--- config.mk ---
export PLATFORM = sky130hd
export DESIGN_NAME = fx_flag_reg
export DESIGN_NICKNAME = d
export VERILOG_FILES = /design/src/rtl/fx_flag_reg.sv
export SDC_FILE = /design/constraint.sdc
export NUM_CORES = 1
export LEC_CHECK = 0
export BUFFER_PORTS_ARGS = -buffer_cell sky130_fd_sc_hd__buf_2
export CAP_MARGIN = 20
export CORE_MARGIN = 2
export CORE_UTILIZATION = 29
export DETAILED_ROUTE_END_ITERATION = 10
export PLACE_DENSITY = 0.86
export SETUP_SLACK_MARGIN = 0.2
export SYNTH_ARGS = -nofsm -noshare
export SYNTH_HDL_FRONTEND = slang
export SYNTH_SLANG_ARGS = --single-unit
export TNS_END_PERCENT = 1
--- constraint.sdc ---
create_clock -name clk -period 1.2 [get_ports clk]
set_input_delay 0.12 -clock clk [delete_from_list [all_inputs] [get_ports clk]]
set_output_delay 0.12 -clock clk [all_outputs]
set_load 0.05 [all_outputs]
--- src/rtl/fx_flag_reg.sv ---
module fx_flag_reg #(
  parameter int IMG_W    = 64,
  parameter int SO_POS   = 32,
  parameter int OV_POS   = 33,
  parameter int CA_POS   = 34,
  parameter int OV32_POS = 44,
  parameter int CA32_POS = 45
) (
  input  logic             clk,
  input  logic             rst_n,
  input  logic [3:0]       op_cls,
  input  logic             ca_we,
  input  logic             ov_we,
  input  logic             ca_in,
  input  logic             ca32_in,
  input  logic             ov_in,
  input  logic             ov32_in,
  input  logic [IMG_W-1:0] wr_img,
  output logic [IMG_W-1:0] flag_img
);
  localparam int SO_I   = IMG_W - 1 - SO_POS;
  localparam int OV_I   = IMG_W - 1 - OV_POS;
  localparam int CA_I   = IMG_W - 1 - CA_POS;
  localparam int OV32_I = IMG_W - 1 - OV32_POS;
  localparam int CA32_I = IMG_W - 1 - CA32_POS;

  logic so, ov, ca, ov32, ca32;

  wire is_wr = (op_cls == 4'b0001);
  wire is_ar = (op_cls == 4'b0010);
  wire is_oc = (op_cls == 4'b0100);
  wire ld_ca = is_ar & ca_we;
  wire ld_ov = (is_ar & ov_we) | is_oc;
  wire set_so = is_ar & ov_we & ov_in;

  always_ff @(posedge clk or negedge rst_n) begin
    if (!rst_n) begin
      so <= 1'b0; ov <= 1'b0; ca <= 1'b0; ov32 <= 1'b0; ca32 <= 1'b0;
    end else if (is_wr) begin
      so   <= wr_img[SO_I];
      ov   <= wr_img[OV_I];
      ca   <= wr_img[CA_I];
      ov32 <= wr_img[OV32_I];
      ca32 <= wr_img[CA32_I];
    end else begin
      if (ld_ca) begin
        ca   <= ca_in;
        ca32 <= ca32_in;
      end
      if (ld_ov) begin
        ov   <= ov_in;
        ov32 <= ov32_in;
      end
      if (set_so) so <= 1'b1;
    end
  end

  always_comb begin
    flag_img         = '0;
    flag_img[SO_I]   = so;
    flag_img[OV_I]   = ov;
    flag_img[CA_I]   = ca;
    flag_img[OV32_I] = ov32;
    flag_img[CA32_I] = ca32;
  end

  p_wr_load_r3: assert property (@(posedge clk) disable iff (!rst_n)
    is_wr |=> (so == $past(wr_img[SO_I])) && (ov == $past(wr_img[OV_I])) &&
              (ca == $past(wr_img[CA_I])) && (ov32 == $past(wr_img[OV32_I])) &&
              (ca32 == $past(wr_img[CA32_I])));

  p_so_follows_ov_r4: assert property (@(posedge clk) disable iff (!rst_n)
    (is_ar && ov_we && ov_in) |=> so && ov);

  p_so_sticky_r5: assert property (@(posedge clk) disable iff (!rst_n)
    (so && !is_wr) |=> so);

  p_shift_keeps_ov_r6: assert property (@(posedge clk) disable iff (!rst_n)
    (is_ar && !ov_we) |=> $stable(ov) && $stable(ov32) && $stable(so));

  p_ovca_r7: assert property (@(posedge clk) disable iff (!rst_n)
    is_oc |=> $stable(so) && $stable(ca) && $stable(ca32) && (ov == $past(ov_in)));

  p_idle_r8: assert property (@(posedge clk) disable iff (!rst_n)
    (op_cls == 4'b1000) |=> $stable(flag_img));

  p_bad_cls_r9: assert property (@(posedge clk) disable iff (!rst_n)
    ($countones(op_cls) != 1) |=> $stable(flag_img));

  p_no_ca_r10: assert property (@(posedge clk) disable iff (!rst_n)
    (is_ar && !ca_we) |=> $stable(ca) && $stable(ca32));
endmodule

==> results of run 1 <==
## cell usage after synthesis
| library cell | number |
|---|---|
| and2b_2 | 1 |
| or2b_1 | 1 |
| o21ai_0 | 1 |
| buf_4 | 64 |
| a21oi_1 | 1 |
| nor4b_1 | 1 |
| a211oi_1 | 1 |
| conb_1 | 1 |
| o311ai_2 | 1 |
| mux2_2 | 8 |
| and3b_1 | 1 |
| a311oi_1 | 1 |
| nand3b_1 | 1 |
| inv_1 | 2 |
| dfrtp_1 | 5 |
| nor4b_4 | 1 |
## power breakdown
| group | switching [mW] | leakage (nW) | internal [mW] |
|---|---|---|---|
| clock network | 0.0681 | 0.0150 | 0.126 |
| registers | 0.0181 | 0.0582 | 0.207 |
| logic | 0.605 | 0.408 | 0.119 |
| total | 0.691 | 0.481 | 0.452 |
## critical path: stages
cell and delay [ps]:
buf_6 100, nor4b_4 270, buf_6 160, mux2_4 300, mux2_4 260
## registers in the layout, indices dropped and copies added, names as in the netlist
name,flops
ov32,1
ca32,1
ca,1
so,1
ov,1
## kinds of logic (layout without fill, tap and decap cells)
logic type             Yosys count  in the layout
other                            1             59
DFF                              5              5
buffers and inverters           66             35
muxes                            8              8
AOI/OAI and AO/OA                5              5
and+or+nand+nor                  6              6
## timing repair
item,CTS,global route
gates resized for setup,9,1
setup endpoints to repair,4,8
pin swaps,1,0
hold buffers,1,0
endpoints found under the hold margin,5,0
cloned,0,0
buffers inserted,1,0
## cell type report
type | count | area [um^2]
repair buffers | 29 | 183.9
clock buffers | 4 | 26.28
multi-input cells | 78 | 437.9
fillers | 307 | 1891
flip-flops and latches | 5 | 125.1
inverters | 2 | 7.507
well taps | 31 | 38.79
## path summary, 6_finish.rpt
| check | cells past startpoint | slack (ps) | endpoint |
|---|---|---|---|
| setup reg to reg | 2 | 410 | so |
| max in group asynchronous | 2 | 840 | ca |
| setup / recovery | 5 | 100 | ca32 |
| hold / removal | 3 | 140 | so |
| hold reg to reg | 1 | 510 | ov32 |
| min in group asynchronous | 2 | 220 | ov |
## metrics by stage
| stage | power [mW] | setup slack (ps) | TNS (ps) |
|---|---|---|---|
| after detailed placement | 0.9271 | -226.8 | -851.5 |
| after CTS | 1.150 | 100.2 | 0 |
| after global placement | 0.9247 | -200.1 | -794.5 |
| after floorplan | 1.032 | -41.04 | -160.6 |
| after global routing | 1.208 | 96.98 | 0 |
| final | 1.143 | 98.88 | 0 |
## routing by layer
metal	wire, um	vias to the layer above	GRT usage
met5	0	-	0
met4	0	0	0.03987
met3	144	0	0.04082
met2	673	37	0.1396
met1	375	211	0.07252
li1	-	227	-
==> flow_summary.yaml, run 1 <==
layout:
  final_cells: 149
  diodes: 0
  areaGrowthSynthToFinish_pct: 0.6145
  final_cell_mix: "59 x conb_1, 19 x buf_2, 6 x buf_4"
  final_util: 0.3024
  fin_nets: 195
  layout_commonest_cell: "conb_1"
  fin_area_um2: 819.5
  drive_gt1_frac: 0.3559
sta:
  finalCritPeriodShare: 0.9176
  drv_slew: 0
  finalHoldViolCount: 0
  setup_viol: 0
  holdWs_ps: 144.3
  max_freq_mhz: 908.2
  finClkSkew_ps: 0
  min_period_ps: 1101
  rsz0062_at_grt: "yes"
clock_network:
  clk_pin_slew_ps: 50
  cts-root-buf: "clkbuf_4"
  max-clock-path-buffers: 2
  clock-sinks: 5
  htreeDepth: 1
  clkLatencyLatePin_ps: 230
  cts_tree: "done"
  cts_buffers: 3
synthesis:
  synth_top_family_by_area: "buffers and inverters"
  ys_seq_elements: 5
  synthXorXnorAreaFrac: 0
  synth_compound_area_frac: 0.05223
  synth_warnings: 0
  synth_fa_ha_area_frac: 0
  yosys.area_share.simple: 0.07988
  yosysTopAreaCell: "buf_4"
  synth.avg_cell_area_um2: 8.951
  yosysSeqAreaShare: 0.1536
  synth_mux_area_frac: 0.1106
  netlist_area_um2: 814.5
  ys_top_cells_by_area: "buf_4 59%, dfrtp_1 15%, mux2_2 11%"
  synth_top_cell_area_share: 0.5899
  syn_inst: 91
  synth.distinct_cells: 16
worst_setup_path:
  worstSetupPathType: "in -> reg"
  cp_max_fo: 5
  crit_path_start: "op_cls[3]"
  critical_path_arrival_ps: 1220
  crit_path_end_kind: "register"
  worst_ep_required_time_ps: 1320
  critPathLaunchType: "primary input"
  worstReg2RegStart: "so"
grt:
  grt_max_degree: 8
  globalRoute.totalOverflow: 0
  grt_pass1_wl_um: 1890
  grtUsageTotal: 0.07837
  grt_pass1_vias: 422
  grt_antenna_before_repair: 0
detailed_routing:
  ant_nets: 0
  first_pass_iters: 4
  viasPerCell: 3.188
  wl_um: 1194
  vias: 475
  drt_iter0_drc: 3
  drc: 0
  wl_per_cell_um: 8.013
place:
  dp_cells: 143
  placed_cell_area_um2: 740.7
  portBuffers: 21
  routabilityCongestion: 0.6755
  hpwl_um: 993.8
die:
  fp.coreArea_um2: 2710
  rows: 19
  ios: 140
  initial_utilization: 0.3006
  dieArea_um2: 3248
  die-height_um: 57.00
  die_w_um: 57.00
power_and_ir_drop:
  power_density_nw_per_um2: 1394
  p_leak_nw: 0.4811
  ir_drop_mv: 0.6159
worst_hold_path:
  min-delay-start: "wr_img[31]"
  hold_path.class: "in -> reg"
run_status:
  outcome: "finished, final reports clean"
job:
  drv_cap: 0
Power figures use the tool's default switching activity.
==> run 2, diff against run 1 <==
--- a/config.mk
+++ b/config.mk
@@ -11,6 +11,7 @@
 export CORE_UTILIZATION = 29
 export DETAILED_ROUTE_END_ITERATION = 10
 export PLACE_DENSITY = 0.86
+export RECOVER_POWER = 25
 export SETUP_SLACK_MARGIN = 0.2
 export SYNTH_ARGS = -nofsm -noshare
 export SYNTH_HDL_FRONTEND = slang
==> run 2 against run 1 <==
Cell count is the same. Utilization is essentially flat. Power is essentially flat. Global-route usage is the same. Highest routed layer unchanged. Clock skew is the same. Critical path depth is the same.
==> flow_summary.yaml, run 2 (synthesis results as in run 1) <==
worst_setup_path:
  cp_top_family: "multiplexers"
  cp_num_cells: 5
  reg2reg_to: "so"
  critPathLaunchType: "primary input"
  path_cells: "buf_6 > nor4b_4 > buf_6 > mux2_4 > mux2_4"
  r2r_slack_ps: 410
  crit_path_start: "op_cls[3]"
  max_stage_delay_ps: 300
  worst_ep_required_time_ps: 1320
  cp_max_fo: 5
  worstSetupPathType: "in -> reg"
  worstReg2RegStart: "so"
  cpMaxStageDelayCell: "mux2_4"
  rr_worst_depth: 2
  cp_num_buf_inv: 2
  crit_path_end_kind: "register"
  critical_path_arrival_ps: 1220
layout:
  final_cell_mix: "59 x conb_1, 18 x buf_2, 6 x buf_4"
  areaGrowthSynthToFinish_pct: 0.4609
  drive_gt1_frac: 0.3475
  diodes: 0
  fin_nets: 195
  layout_commonest_cell: "conb_1"
die:
  die-height_um: 57.00
  die_w_um: 57.00
  dieArea_um2: 3248
  ios: 140
  fp.coreArea_um2: 2710
  initial_utilization: 0.3006
  rows: 19
sta:
  finalCritPeriodShare: 0.9176
  min_period_ps: 1101
  setup_viol: 0
  finalHoldViolCount: 0
  fin_ws_ps: 98.88
  finClkSkew_ps: 0
  max_freq_mhz: 908.2
  rsz0062_at_grt: "yes"
  drv_slew: 0
detailed_routing:
  viasPerCell: 3.188
  wl_per_cell_um: 8.013
  ant_nets: 0
  vias: 475
  wl_um: 1194
  first_pass_iters: 4
  drt_iter0_drc: 3
  drc: 0
grt:
  grt_pass1_vias: 422
  grt_pass1_wl_um: 1890
  globalRoute.totalOverflow: 0
  grt_max_degree: 8
  grt_antenna_before_repair: 0
  grtUsageTotal: 0.07837
power_and_ir_drop:
  power_density_nw_per_um2: 1396
  p_leak_nw: 0.4784
  p_total_mw: 1.142
  ir_drop_mv: 0.6159
job:
  drv_cap: 0
clock_network:
  htreeDepth: 1
  cts_buffers: 3
  clock-sinks: 5
  clkLatencyLatePin_ps: 230
  max-clock-path-buffers: 2
  cts_tree: "done"
  cts-root-buf: "clkbuf_4"
  clk_pin_slew_ps: 50
place:
  place_ws_ps: -226.8
  routabilityCongestion: 0.6755
  portBuffers: 21
  hpwl_um: 993.8
worst_hold_path:
  min-delay-start: "wr_img[31]"
  whs_endpoint: "so"
  min_path_cells: 3
  hold_path.class: "in -> reg"
run_status:
  outcome: "finished, final reports clean"
[run 2: changes by cell type in the layout (fill, tap and decap cells not counted)]
cell / change
clkbuf_1: +1
buf_2: -1
[run 2: how the worst max path moves through the flow]
stage          slack (ps)  endpoint
2_1_floorplan         -40        ca
3_3_place_gp         -200      ca32
3_5_place_dp         -230      ca32
4_1_cts               100      ca32
5_1_grt               100      ca32
6_report              100      ca32
[run 2: metal layers]
metal | GRT usage | up-vias | routed length, um
met4 | 0.03987 | 0 | 0
met2 | 0.1396 | 37 | 673
met3 | 0.04082 | 0 | 144
met1 | 0.07252 | 211 | 375
li1 | - | 227 | -
met5 | 0 | - | 0
[run 2: where the power goes]
part	internal, mW	switching (mW)
sequential	0.207	0.0181
combinational	0.119	0.605
clock	0.126	0.0681
total	0.451	0.691
[run 2: worst register-to-register path, stage by stage (launching register included)]
cell      delay [ps]
dfrtp_1          370
a311oi_1         230
a21oi_1           70
[run 2: metrics by stage]
| stage | hold WS (ps) | TNS, ps | cells | utilization | cell area [um^2] |
|---|---|---|---|---|---|
| finish | 144.3 | 0 | 149 | 0.3019 | 818.3 |
| floorplan | -175.6 | -160.6 | 149 | - | 1032 |
| global placement | -62.04 | -794.5 | 143 | 0.2733 | 740.7 |
| CTS | 110.7 | 0 | 149 | 0.3010 | 815.8 |
| global route | 138.3 | 0 | 149 | 0.3019 | 818.3 |
| detailed placement | -55.68 | -851.5 | 143 | 0.2733 | 740.7 |
[run 2: repair_timing]
action                                 4_1_cts  5_1_grt
setup buffers                                1        0
cloned                                       0        0
setup endpoints to repair                    4        8
gates resized for setup                      9        1
endpoints found under the hold margin        5        0
pin swaps                                    1        0
hold buffers                                 1        0
[run 2: area by class of cell]
class | instances | area, um^2
tap | 31 | 38.79
inverter | 2 | 7.507
timing repair buffer | 29 | 182.7
clock buffer | 4 | 26.28
multi-input combinational | 78 | 437.9
sequential | 5 | 125.1
fill | 306 | 1892
